### src/rtl/sem_unit_pkg.sv
package sem_unit_pkg;
  typedef enum logic [2:0] {
    TOK_FREE    = 3'd0,
    TOK_LEFT    = 3'd1,
    TOK_RIGHT   = 3'd2,
    TOK_LEFT_RW = 3'd3,
    TOK_RIGHT_LW = 3'd4
  } tok_state_e;
endpackage

### src/rtl/sem_port_decode.sv
module sem_port_decode #(
  parameter int ADDR_W = 12,
  parameter int DATA_W = 16,
  parameter int FLAGS  = 8,
  localparam int SEL_W = $clog2(FLAGS)
) (
  input  logic              ce_n,
  input  logic              sem_n,
  input  logic              wr,
  input  logic [ADDR_W-1:0] addr,
  input  logic [DATA_W-1:0] wdata,
  output logic [FLAGS-1:0]  req,
  output logic [FLAGS-1:0]  rel,
  output logic              rd_en,
  output logic [SEL_W-1:0]  rd_sel
);
  logic access;
  logic unused_bits;

  assign access = ce_n & ~sem_n;
  assign rd_en  = access & ~wr;
  assign rd_sel = addr[SEL_W-1:0];
  assign unused_bits = ^{addr[ADDR_W-1:SEL_W], wdata[DATA_W-1:1]};

  for (genvar i = 0; i < FLAGS; i++) begin : g_dec
    logic hit;
    assign hit    = access & wr & (addr[SEL_W-1:0] == SEL_W'(i));
    assign req[i] = hit & ~wdata[0];
    assign rel[i] = hit &  wdata[0];
  end
endmodule

### src/rtl/sem_flag.sv
module sem_flag
  import sem_unit_pkg::*;
(
  input  logic clk,
  input  logic rst,
  input  logic l_req,
  input  logic l_rel,
  input  logic r_req,
  input  logic r_rel,
  output logic l_own,
  output logic r_own
);
  tok_state_e st, st_nx;

  always_comb begin
    st_nx = st;
    unique case (st)
      TOK_FREE:
        if (l_req)      st_nx = r_req ? TOK_LEFT_RW : TOK_LEFT;
        else if (r_req) st_nx = TOK_RIGHT;
      TOK_LEFT:
        if (l_rel)      st_nx = r_req ? TOK_RIGHT : TOK_FREE;
        else if (r_req) st_nx = TOK_LEFT_RW;
      TOK_RIGHT:
        if (r_rel)      st_nx = l_req ? TOK_LEFT : TOK_FREE;
        else if (l_req) st_nx = TOK_RIGHT_LW;
      TOK_LEFT_RW:
        if (l_rel)      st_nx = r_rel ? TOK_FREE : TOK_RIGHT;
        else if (r_rel) st_nx = TOK_LEFT;
      TOK_RIGHT_LW:
        if (r_rel)      st_nx = l_rel ? TOK_FREE : TOK_LEFT;
        else if (l_rel) st_nx = TOK_RIGHT;
      default:          st_nx = TOK_FREE;
    endcase
  end

  always_ff @(posedge clk) begin
    if (rst) st <= TOK_FREE;
    else     st <= st_nx;
  end

  assign l_own = (st == TOK_LEFT)  || (st == TOK_LEFT_RW);
  assign r_own = (st == TOK_RIGHT) || (st == TOK_RIGHT_LW);
endmodule

### src/rtl/sem_readout.sv
module sem_readout #(
  parameter int DATA_W = 16,
  parameter int FLAGS  = 8,
  localparam int SEL_W = $clog2(FLAGS)
) (
  input  logic              clk,
  input  logic              rst,
  input  logic              rd_en,
  input  logic [SEL_W-1:0]  rd_sel,
  input  logic [FLAGS-1:0]  own,
  output logic              rvalid,
  output logic [DATA_W-1:0] rdata
);
  always_ff @(posedge clk) begin
    if (rst) begin
      rvalid <= 1'b0;
      rdata  <= '1;
    end else begin
      rvalid <= rd_en;
      if (rd_en) rdata <= {DATA_W{~own[rd_sel]}};
    end
  end
endmodule

### src/rtl/sem_unit.sv
module sem_unit #(
  parameter int ADDR_W = 12,
  parameter int DATA_W = 16,
  parameter int FLAGS  = 8,
  localparam int SEL_W = $clog2(FLAGS)
) (
  input  logic              clk,
  input  logic              rst,
  input  logic              l_ce_n,
  input  logic              l_sem_n,
  input  logic              l_wr,
  input  logic [ADDR_W-1:0] l_addr,
  input  logic [DATA_W-1:0] l_wdata,
  output logic              l_rvalid,
  output logic [DATA_W-1:0] l_rdata,
  input  logic              r_ce_n,
  input  logic              r_sem_n,
  input  logic              r_wr,
  input  logic [ADDR_W-1:0] r_addr,
  input  logic [DATA_W-1:0] r_wdata,
  output logic              r_rvalid,
  output logic [DATA_W-1:0] r_rdata
);
  logic [FLAGS-1:0] l_req, l_rel, r_req, r_rel;
  logic [FLAGS-1:0] l_own_v, r_own_v;
  logic             l_rd, r_rd;
  logic [SEL_W-1:0] l_sel, r_sel;

  sem_port_decode #(.ADDR_W(ADDR_W), .DATA_W(DATA_W), .FLAGS(FLAGS)) u_dec_l (
    .ce_n(l_ce_n), .sem_n(l_sem_n), .wr(l_wr), .addr(l_addr), .wdata(l_wdata),
    .req(l_req), .rel(l_rel), .rd_en(l_rd), .rd_sel(l_sel));

  sem_port_decode #(.ADDR_W(ADDR_W), .DATA_W(DATA_W), .FLAGS(FLAGS)) u_dec_r (
    .ce_n(r_ce_n), .sem_n(r_sem_n), .wr(r_wr), .addr(r_addr), .wdata(r_wdata),
    .req(r_req), .rel(r_rel), .rd_en(r_rd), .rd_sel(r_sel));

  for (genvar i = 0; i < FLAGS; i++) begin : g_flag
    sem_flag u_flag (
      .clk(clk), .rst(rst),
      .l_req(l_req[i]), .l_rel(l_rel[i]),
      .r_req(r_req[i]), .r_rel(r_rel[i]),
      .l_own(l_own_v[i]), .r_own(r_own_v[i]));
  end

  sem_readout #(.DATA_W(DATA_W), .FLAGS(FLAGS)) u_rd_l (
    .clk(clk), .rst(rst), .rd_en(l_rd), .rd_sel(l_sel), .own(l_own_v),
    .rvalid(l_rvalid), .rdata(l_rdata));

  sem_readout #(.DATA_W(DATA_W), .FLAGS(FLAGS)) u_rd_r (
    .clk(clk), .rst(rst), .rd_en(r_rd), .rd_sel(r_sel), .own(r_own_v),
    .rvalid(r_rvalid), .rdata(r_rdata));
endmodule

### config.mk
export PLATFORM = sky130hd
export DESIGN_NAME = sem_unit
export DESIGN_NICKNAME = d
export VERILOG_FILES = /design/src/rtl/sem_unit_pkg.sv /design/src/rtl/sem_port_decode.sv /design/src/rtl/sem_flag.sv /design/src/rtl/sem_readout.sv /design/src/rtl/sem_unit.sv
export SDC_FILE = /design/constraint.sdc
export NUM_CORES = 1
export LEC_CHECK = 0
export BUFFER_PORTS_ARGS = -buffer_cell sky130_fd_sc_hd__clkbuf_2
export CAP_MARGIN = 20
export CORE_UTILIZATION = 35
export DETAILED_ROUTE_END_ITERATION = 10
export PLACE_DENSITY_LB_ADDON = 0.08
export SYNTH_ARGS = -nofsm -noshare
export SYNTH_HDL_FRONTEND = slang
export SYNTH_SLANG_ARGS = --single-unit
### constraint.sdc
create_clock -name clk -period 3.9 [get_ports clk]
set_input_delay 0.39 -clock clk [delete_from_list [all_inputs] [get_ports clk]]
set_output_delay 0.39 -clock clk [all_outputs]
set_load 0.005 [all_outputs]
# --- Word level (Yosys, flattened, before mapping) ---
# Index checks and enable logic that the tools add are counted.
op_classes:
  addsub: 0
  n_mul: 0
  div_mod_pow: 0
  n_lt_le_gt_ge: 2
  eq_ne: 86
  shifts: 0
  mux: 132
  n_bitwise: 62
  reduce_logical: 34
ops:
  columns: ["operator", "count"]
  rows:
  - ["$mux W3", 80]
  - ["$ne A3 B1 Y1 const B", 40]
  - ["$pmux W3 S5", 8]
  - ["$eq A3 B2 Y1 const B", 20]
  - ["$and A1 B1 Y1", 54]
  - ["$eq A3 B3 Y1 const B", 16]
  - ["$mux W2", 24]
  - ["$reduce_and A5 Y1", 8]
  - ["$eq A3 B1 Y1 const B", 10]
  - ["$logic_not A3 Y1", 10]
  - ["$mux W1", 18]
  - ["$logic_or A1 B1 Y1", 16]
  - ["$lt A3 B4 Y1 const B", 2]
  - ["$not A1 Y1", 8]
  - ["$bmux W1 S3", 2]
word_totals:
  reg_bits: 28
  latch_bits: 0
  mem_bits_rw: 0
  mem_bits_ro: 0
  input_bits: 64
  word_cells: 328
  n_memories: 0

# --- Depth between registers and ports, before layout ---
# Gate-level depths: netlist of run 1.
depth:
  depth_word: 8
  ltp_mapped: 8

# --- Hierarchy ---
# Synthesis of run 1 repeated with hierarchy kept, for this count alone.
unflattened:
  hier_cells: 388
  hier_area_um2: 2872.8
modules_own_cells:
  columns: ["module", "instances", "cells_each", "area_each_um2", "seq_area_each_um2"]
  rows:
  - ["sem_flag", 8, 34, 245.2, 60.1]
  - ["sem_readout", 2, 26, 239.0, 40.0]
  - ["sem_port_decode", 2, 32, 216.5, 0.0]

# --- Worst setup path before layout of run 1 ---
# Ideal clock, no wire load.
synth_timing:
  kind: "in2reg"
  from: "in r_addr[2]"
  to: "reg g_flag[0].u_flag.st[0]"
  t_arrival_ns: 1.847
  t_required_ns: 3.797
  path_slack_ns: 1.950
  stages: 6
  n_path_buf: 2
  path_cell_list: "clkbuf_1 -> nor4bb_1 -> clkbuf_1 -> nand3_1 -> or3_1 -> a2111oi_2"
synth_between:
  elab_chain_len: 5
synth_lines:
  columns: ["item", "line", "source"]
  rows:
  - ["start, declared", "sem_unit.sv:19", "input logic [ADDR_W-1:0] r_addr,"]
  - ["$logic_not A3 Y1 *", "sem_port_decode.sv:27", "assign hit = access & wr & (addr[SEL_W-1:0] == SEL_W'(i));"]
  - ["$and A1 B1 Y1 *", "sem_port_decode.sv:27", null]
  - ["$and A1 B1 Y1, on equally long branches", "sem_port_decode.sv:28, sem_port_decode.sv:29", null]
  - ["$ne A3 B1 Y1 (no line), or another cell as far along", null, null]
  - ["$reduce_and A5 Y1 (no line) or $pmux W3 S5 (tied branches)", null, null]
  - ["end signal, assigned", "sem_flag.sv:39", "else st <= st_nx;"]
  - ["end, declared", "sem_flag.sv:13", "tok_state_e st, st_nx;"]
# Every way passes the cells marked *; elsewhere a longest branch is shown, timed or not.
# A chain may end at the register's enable or synchronous reset.

# --- Final worst setup path of run 1 ---
layout_timing:
  from: "in l_addr[2]"
  to: "reg g_flag[5].u_flag.st[1]"
layout_between:
  elab_chain_len: 5
layout_lines:
  columns: ["item", "line", "source"]
  rows:
  - ["start, declared", "sem_unit.sv:12", "input logic [ADDR_W-1:0] l_addr,"]
  - ["$eq A3 B3 Y1 *", "sem_port_decode.sv:27", null]
  - ["$and A1 B1 Y1 *", "sem_port_decode.sv:27", null]
  - ["$and A1 B1 Y1, on equally long branches", "sem_port_decode.sv:29, sem_port_decode.sv:28", null]
  - ["$ne A3 B1 Y1 (no line), or another cell as far along", null, null]
  - ["$reduce_and A5 Y1 (no line) or $pmux W3 S5 (tied branches)", null, null]
  - ["end signal, assigned", "sem_flag.sv:39", null]
  - ["end, declared", "sem_flag.sv:13", null]
# Marked as above.

==> results of run 1 <==
-- synthesized netlist by cell type, types with 9 or more instances --
| library cell | n | area share |
|---|---|---|
| nor2_1 | 35 | 0.045 |
| buf_4 | 32 | 0.081 |
| dfxtp_1 | 28 | 0.19 |
| clkbuf_1 | 27 | 0.034 |
| o21ai_0 | 20 | 0.034 |
| nor3_1 | 19 | 0.032 |
| a21oi_1 | 17 | 0.029 |
| nand2b_1 | 17 | 0.036 |
| nand2_1 | 13 | 0.017 |
| xor2_1 | 11 | 0.033 |
| inv_1 | 10 | 0.013 |
| nand3_1 | 10 | 0.017 |
| a31oi_1 | 9 | 0.019 |
-- power breakdown --
part | switching [mW] | total (mW) | internal, mW
combinational | 0.100 | 0.169 | 0.0693
clock | 0.101 | 0.171 | 0.0697
sequential | 0.0180 | 0.312 | 0.294
total | 0.219 | 0.652 | 0.433
-- final timing paths --
| path | endpoint | slack, ns |
|---|---|---|
| setup reg to reg | u_rd_r.rdata[0] | 2.00 |
| setup / recovery | g_flag[5].u_flag.st[1] | 1.64 |
| hold / removal | u_rd_r.rvalid | 0.37 |
| hold reg to reg | g_flag[7].u_flag.st[1] | 0.58 |
-- critical path, cell delays in order --
cell and delay (ns):
clkbuf_2 0.36, nor4bb_1 0.96, a311oi_1 0.26, a21oi_1 0.22, nor3_1 0.07, a211oi_1 0.20
-- routing by layer --
layer	global-route usage	up-vias	part of all wire
met1	0.275	1296	0.50
met2	0.301	54	0.46
met3	0.0267	6	0.031
li1	-	1438	-
met4	0.0372	0	0.0059
met5	0	-	0
-- state kept, by name (all words and copies together), names as in the netlist --
| register | count |
|---|---|
| g_flag.u_flag.st | 24 |
| u_rd_l.rdata | 1 |
| u_rd_l.rvalid | 1 |
| u_rd_r.rdata | 1 |
| u_rd_r.rvalid | 1 |
-- per-stage QoR --
step,hold slack (ns),area [um^2],cells
2_1_floorplan,0.469,2950,398
3_3_place_gp,0.564,2950,486
4_1_cts,0.354,2990,489
6_report,0.366,2990,489
3_5_place_dp,0.560,2950,486
5_1_grt,0.358,2990,489
-- logic make-up after synthesis --
| kind of cell | after synthesis |
|---|---|
| simple gates | 162 |
| compound gates | 111 |
| buf+inv | 77 |
| flops | 28 |
| xor+xnor | 16 |
| mux | 4 |
-- final cells by class --
cell class | count | area (um^2) | share of cell area
Tap cell | 105 | 131 | 0.0440
Multi-Input combinational cell | 293 | 1970 | 0.658
Sequential cell | 28 | 561 | 0.188
Timing Repair Buffer | 50 | 253 | 0.0846
Inverter | 10 | 37.5 | 0.0126
Clock buffer | 3 | 41.3 | 0.0138
==> impl_metrics.json, run 1 <==
{
  "ys_seq_elements": 28,
  "synth_top_family_by_area": "simple AND/OR/NAND/NOR gates",
  "htreeDepth": 1,
  "fp-row-count": 33,
  "syn_area_per_cell_um2": 7.42,
  "postRouteAntennaNets": 0,
  "postCtsSetupRepairBufs": 0,
  "period_minus_slack_ns": 2.26,
  "synth_cells": 398,
  "clockBufferDepth": 2,
  "setup_ws_ns": 1.64,
  "status": "completed",
  "tightest_slew_ns": 1.06,
  "relSlewSlack": 0.283,
  "power.density_mw_per_mm2": 218,
  "grt_pass1_wl_um": 13200,
  "vdd_drop_max_v": 0.000123,
  "crit_path_max_fanout": 18,
  "synthArstFlopShare": 0,
  "hpwl_um": 5870,
  "leakage_nw": 1.05,
  "ios": 98,
  "clock_sinks": 28,
  "cts_resized": 0,
  "first_global_vias": 2456,
  "final_nets": 450,
  "fin_setup_tns_ns": 0,
  "yosys.area_share.xor_xnor": 0.0475,
  "drc": 0,
  "core_area_mm2": 0.00818,
  "worstSetupStartpointType": "input port",
  "dp_slack_ns": 1.35,
  "vias": 2794,
  "die-width_um": 93.8,
  "crit_start": "l_addr[2]",
  "vias_per_cell": 5.71,
  "synth_compound_area_frac": 0.268,
  "fillerInstances": 887,
  "ys_types": 74,
  "clkLatencyLatePin_ns": 0.28,
  "wl_um": 8070,
  "netlist_area_mm2": 0.00295,
  "dr.pass1.iters": 5,
  "maxCapViolations": 0,
  "yosys_warnings": 0,
  "reg2regPathDepth": 5,
  "crit_required_ns": 4.10,
  "rsz0062_at_grt": "no",
  "r2r_start": "g_flag[7].u_flag.st[2]",
  "final_common_cell": "clkbuf_2",
  "crit_type": "input port to register",
  "synth_mux_area_frac": 0.0182,
  "gr-total-overflow": 0,
  "synth_edf_count": 0,
  "synth-adder-area-share": 0,
  "hold_class": "input port to register",
  "diodes": 0,
  "finClkSkew_ns": 0.00865,
  "die-area_mm2": 0.00880,
  "critPathArrivalTime_ns": 2.46,
  "grt_use_total": 0.191,
  "setup_violations": 0,
  "routabilityCongestion": 0.821,
  "max_freq_mhz": 442,
  "final_cell_mix": "clkbuf_2 (49), nor2_1 (35), dfxtp_1 (28), o21ai_0 (20), nor3_1 (19)",
  "start_util": 0.361,
  "yosys.area_share.simple": 0.332,
  "antenna_found_initial": 0,
  "tritoncts": "yes",
  "min_from": "r_wr",
  "ys.flop_type": "dfxtp_1",
  "io_buffers": 49,
  "fin_crit_sh": 0.580,
  "drt_iter0_markers": 162,
  "drive_gt1_frac": 0.174,
  "synth.net_count": 462,
  "detail_route.wl_per_cell_um": 16.5,
  "hold_path_depth": 2,
  "cp-end-kind": "register",
  "die_y_um": 93.8,
  "postCtsHoldBufs": 0,
  "hold_viol": 0,
  "cts-root-buf": "clkbuf_8",
  "postLayoutCoreUtil": 0.366,
  "power_mw": 0.652,
  "synth-seq-area-share": 0.190,
  "area_growth_pct": 1.27,
  "grt_max_degree": 31,
  "cts.clk_slew.worst_paths_ns": 0.11,
  "cts_buffers": 3,
  "slew_viol_final": 0
}
(Power assumes the default switching activity.)
==> inputs of run 2 (changes only) <==
==> constraint.sdc (replaced) <==
create_clock -name clk -period 2.1 [get_ports clk]
set_input_delay 0.21 -clock clk [delete_from_list [all_inputs] [get_ports clk]]
set_output_delay 0.21 -clock clk [all_outputs]
set_load 0.005 [all_outputs]
==> impl_metrics.json, run 2 (synthesized netlist as in run 1, its figures left out) <==
{
  "clkPwrFrac": 0.279,
  "leakage_nw": 1.21,
  "wl_um": 8480,
  "die-width_um": 93.8,
  "drive_gt1_frac": 0.238,
  "grt_max_degree": 24,
  "r2r_start": "g_flag[7].u_flag.st[2]",
  "reg2regPathDepth": 5,
  "dp.cells": 517,
  "maxCapViolations": 0,
  "seq_power_share": 0.447,
  "r2r_end": "u_rd_r.rdata[0]",
  "core_area_mm2": 0.00818,
  "grt_use_total": 0.201,
  "ios": 98,
  "cts-root-buf": "clkbuf_8",
  "cp-end-kind": "register",
  "power.density_mw_per_mm2": 398,
  "hold_viol": 0,
  "postCtsHoldBufs": 0,
  "gr-total-overflow": 0,
  "worstHoldEndpoint": "u_rd_r.rvalid",
  "final_nets": 481,
  "hold_path_depth": 2,
  "power_mw": 1.29,
  "first_global_vias": 2720,
  "power.switching_mw": 0.415,
  "vdd_drop_max_v": 0.000292,
  "area_growth_pct": 9.62,
  "tritoncts": "yes",
  "die-area_mm2": 0.00880,
  "setup_violations": 0,
  "stdcell_count": 521,
  "postCtsSetupRepairBufs": 0,
  "dp_slack_ns": 0.0753,
  "diodes": 0,
  "design_area_mm2": 0.00324,
  "crit_required_ns": 2.33,
  "crit_type": "register to register",
  "cts_resized": 0,
  "final_cell_mix": "clkbuf_2 (49), nor2_1 (35), buf_4 (32), dfxtp_1 (28), o21ai_0 (20)",
  "cts_buffers": 3,
  "largest_register": "g_flag.u_flag.st",
  "p_comb_frac": 0.274,
  "fp-row-count": 33,
  "grt_pass1_wl_um": 14200,
  "drt_iter0_markers": 180,
  "postRouteAntennaNets": 0,
  "final_common_cell": "clkbuf_2",
  "die_y_um": 93.8,
  "placed_cell_area_mm2": 0.00318,
  "antenna_found_initial": 0,
  "finClkSkew_ns": 0.00578,
  "period_minus_slack_ns": 1.94,
  "min_from": "r_wr",
  "io_buffers": 49,
  "fin_crit_sh": 0.924,
  "start_util": 0.361,
  "swShare": 0.322,
  "hpwl_um": 6620,
  "setup_ws_ns": 0.160,
  "detail_route.wl_per_cell_um": 16.3,
  "dr.pass1.iters": 4,
  "slew_viol_final": 0,
  "routabilityCongestion": 0.901,
  "rsz0062_at_grt": "no",
  "relSlewSlack": 0.600,
  "fin_setup_tns_ns": 0,
  "clock_sinks": 28,
  "status": "completed",
  "critPathArrivalTime_ns": 2.17,
  "clkLatencyLatePin_ns": 0.29,
  "worstSetupStartpointType": "register",
  "crit_path_max_fanout": 9,
  "vias_per_cell": 5.67,
  "clockBufferDepth": 2,
  "largest_reg_flops": 24,
  "htreeDepth": 1,
  "reg2reg_setup_slack_ns": 0.16,
  "cts.clk_slew.worst_paths_ns": 0.11,
  "hold_class": "input port to register",
  "tightest_slew_ns": 0.592,
  "max_freq_mhz": 515,
  "drc": 0,
  "vias": 2955,
  "power.internal_mw": 0.873,
  "crit_start": "g_flag[7].u_flag.st[2]"
}
## run 2: changes by cell type in the layout (fill, tap and decap cells not counted)
cell / previous run / this run
clkbuf_8: 3 / 4
buf_4: 1 / 32
## run 2: worst max path at each step
stage,to,depth (start not counted),slack [ns]
floorplan,g_flag[0].u_flag.st[0],6,0.33
global placement,g_flag[0].u_flag.st[2],6,0.11
detailed placement,g_flag[4].u_flag.st[1],7,0.08
CTS,u_rd_r.rdata[0],5,0.16
global route,u_rd_r.rdata[0],5,0.02
finish,u_rd_r.rdata[0],5,0.16
## run 2: through the flow
stage	utilization	hold slack, ns
2_1_floorplan	-	0.289
3_3_place_gp	0.389	0.478
3_5_place_dp	0.389	0.489
4_1_cts	0.396	0.166
5_1_grt	0.396	0.185
6_report	0.396	0.185
## run 2: worst max-delay path, stage by stage, from the launching register on
cell,delay [ns]
dfxtp_1,0.50
nand2b_1,0.19
a21oi_1,0.10
mux4_2,0.51
a2111oi_0,0.41
or3b_1,0.17
## run 2: cell type report
| class | instances | area [um^2] |
|---|---|---|
| multi-input combinational | 293 | 1970 |
| fill | 867 | 4940 |
| timing repair buffer | 81 | 485 |
| clock buffer | 4 | 55.1 |
| tap | 105 | 131 |
| sequential | 28 | 561 |
| inverter | 10 | 37.5 |
## run 2: routing by layer
metal / track usage / up-vias / wire [um] / share of wire
met5: 0 / - / 0 / 0
met4: 0.0526 / 0 / 110 / 0.013
met3: 0.0267 / 8 / 267 / 0.031
met2: 0.317 / 62 / 3860 / 0.46
met1: 0.286 / 1388 / 4240 / 0.50
li1: - / 1497 / - / -
## run 2: power by group through the flow
stage / clock, mW / sequential (mW) / combinational [mW]
2_1_floorplan: 0 / 0.575 / 0.263
3_3_place_gp: 0 / 0.588 / 0.349
3_5_place_dp: 0 / 0.588 / 0.352
4_1_cts: 0.394 / 0.576 / 0.354
5_1_grt: 0.414 / 0.582 / 0.391
6_report: 0.359 / 0.576 / 0.353
==> inputs of run 3 (changes only) <==
--- a/config.mk
+++ b/config.mk
@@ -7,6 +7,7 @@
 export LEC_CHECK = 0
 export BUFFER_PORTS_ARGS = -buffer_cell sky130_fd_sc_hd__clkbuf_2
 export CAP_MARGIN = 20
+export CORE_MARGIN = 3
 export CORE_UTILIZATION = 35
 export DETAILED_ROUTE_END_ITERATION = 10
 export PLACE_DENSITY_LB_ADDON = 0.08
==> impl_metrics.json, run 3 (synthesized netlist as in run 1, its figures left out) <==
{
  "status": "completed",
  "finClkSkew_ns": 0.00680,
  "gr-total-overflow": 0,
  "clkPwrFrac": 0.254,
  "drc": 0,
  "maxCapViolations": 0,
  "final_common_cell": "clkbuf_2",
  "start_util": 0.370,
  "dp_slack_ns": 0.106,
  "stdcell_count": 520,
  "cts_resized": 0,
  "area_growth_pct": 9.79,
  "hold_class": "input port to register",
  "reg2reg_setup_slack_ns": 0.19,
  "worstSetupStartpointType": "register",
  "power.density_mw_per_mm2": 386,
  "vdd_drop_max_v": 0.000179,
  "final_cell_mix": "clkbuf_2 (49), nor2_1 (35), buf_4 (35), dfxtp_1 (28), o21ai_0 (20)",
  "rsz0062_at_grt": "no",
  "grt_max_degree": 19,
  "r2r_start": "g_flag[7].u_flag.st[2]",
  "postRouteAntennaNets": 0,
  "postCtsHoldBufs": 0,
  "vias": 2938,
  "fin_crit_sh": 0.911,
  "cts-root-buf": "clkbuf_8",
  "largest_reg_flops": 24,
  "tritoncts": "yes",
  "drt_iter0_markers": 172,
  "seq_power_share": 0.461,
  "leakage_nw": 1.22,
  "fin_setup_tns_ns": 0,
  "grt_pass1_wl_um": 14500,
  "die-width_um": 97.8,
  "clockBufferDepth": 2,
  "first_global_vias": 2806,
  "ios": 98,
  "power.internal_mw": 0.837,
  "cp-end-kind": "register",
  "vias_per_cell": 5.65,
  "cts.clk_slew.worst_paths_ns": 0.10,
  "final_nets": 484,
  "reg2regPathDepth": 5,
  "clkLatencyLatePin_ns": 0.29,
  "dr.pass1.iters": 4,
  "fp-row-count": 32,
  "htreeDepth": 1,
  "crit_start": "g_flag[7].u_flag.st[2]",
  "cts_buffers": 3,
  "setup_violations": 0,
  "period_minus_slack_ns": 1.91,
  "postCtsSetupRepairBufs": 0,
  "tightest_slew_ns": 0.491,
  "drive_gt1_frac": 0.242,
  "critPathArrivalTime_ns": 2.15,
  "diodes": 0,
  "max_freq_mhz": 523,
  "die_y_um": 97.8,
  "dp.cells": 517,
  "hold_viol": 0,
  "io_buffers": 49,
  "hpwl_um": 6750,
  "detail_route.wl_per_cell_um": 16.7,
  "relSlewSlack": 0.668,
  "clock_sinks": 28,
  "setup_ws_ns": 0.187,
  "wl_um": 8680,
  "grt_use_total": 0.180,
  "crit_path_max_fanout": 9,
  "core_area_mm2": 0.00797,
  "slew_viol_final": 0,
  "routabilityCongestion": 0.865,
  "hold_ws_ns": 0.184,
  "die-area_mm2": 0.00957,
  "power.switching_mw": 0.413,
  "crit_type": "register to register",
  "antenna_found_initial": 0,
  "crit_required_ns": 2.34,
  "swShare": 0.330,
  "largest_register": "g_flag.u_flag.st",
  "p_comb_frac": 0.284,
  "hold_path_depth": 2,
  "min_from": "r_wr"
}
run 3: cell types whose count changed in the layout (fill, tap and decap cells not counted), sizes merged:
cell    previous run  this run
clkbuf            53        52
buf               32        35
run 3: cell type report:
type | count | area (um^2)
clock buffer | 3 | 41.3
timing repair buffer | 84 | 508
fill | 841 | 4730
multi-input combinational | 293 | 1970
tap | 102 | 128
inverter | 10 | 37.5
sequential | 28 | 561
run 3: worst max-delay path, cell delays in order, from the launching register on:
cell and delay, ns:
dfxtp_1 0.51, nand2b_1 0.20, a21oi_1 0.11, mux4_2 0.48
a2111oi_0 0.40, or3b_1 0.16
run 3: stage by stage:
stage                     utilization  cell area (um^2)  power [mW]
after global placement          0.402              3200       0.941
after detailed placement        0.402              3200       0.945
after floorplan                     -              2950       0.838
after CTS                       0.407              3240        1.27
after global routing            0.407              3240        1.33
final                           0.407              3240        1.25
run 3: worst paths after layout:
kind                             to
max                 u_rd_r.rdata[0]
min                   u_rd_r.rvalid
max reg2reg         u_rd_r.rdata[0]
min reg2reg  g_flag[7].u_flag.st[1]
run 3: power by group through the flow:
stage / combinational (mW) / clock, mW / sequential, mW
final: 0.356 / 0.318 / 0.577
after global routing: 0.393 / 0.352 / 0.581
after CTS: 0.357 / 0.340 / 0.577
after detailed placement: 0.356 / 0 / 0.589
after global placement: 0.353 / 0 / 0.589
after floorplan: 0.263 / 0 / 0.575
run 3: metal layers:
layer	routed length, um	part of all wire	global-route usage	vias to the layer above
li1	-	-	-	1493
met1	4090	0.47	0.246	1375
met2	4160	0.48	0.302	59
met3	305	0.035	0.0207	11
met4	123	0.014	0.0458	0
met5	0	0	0	-
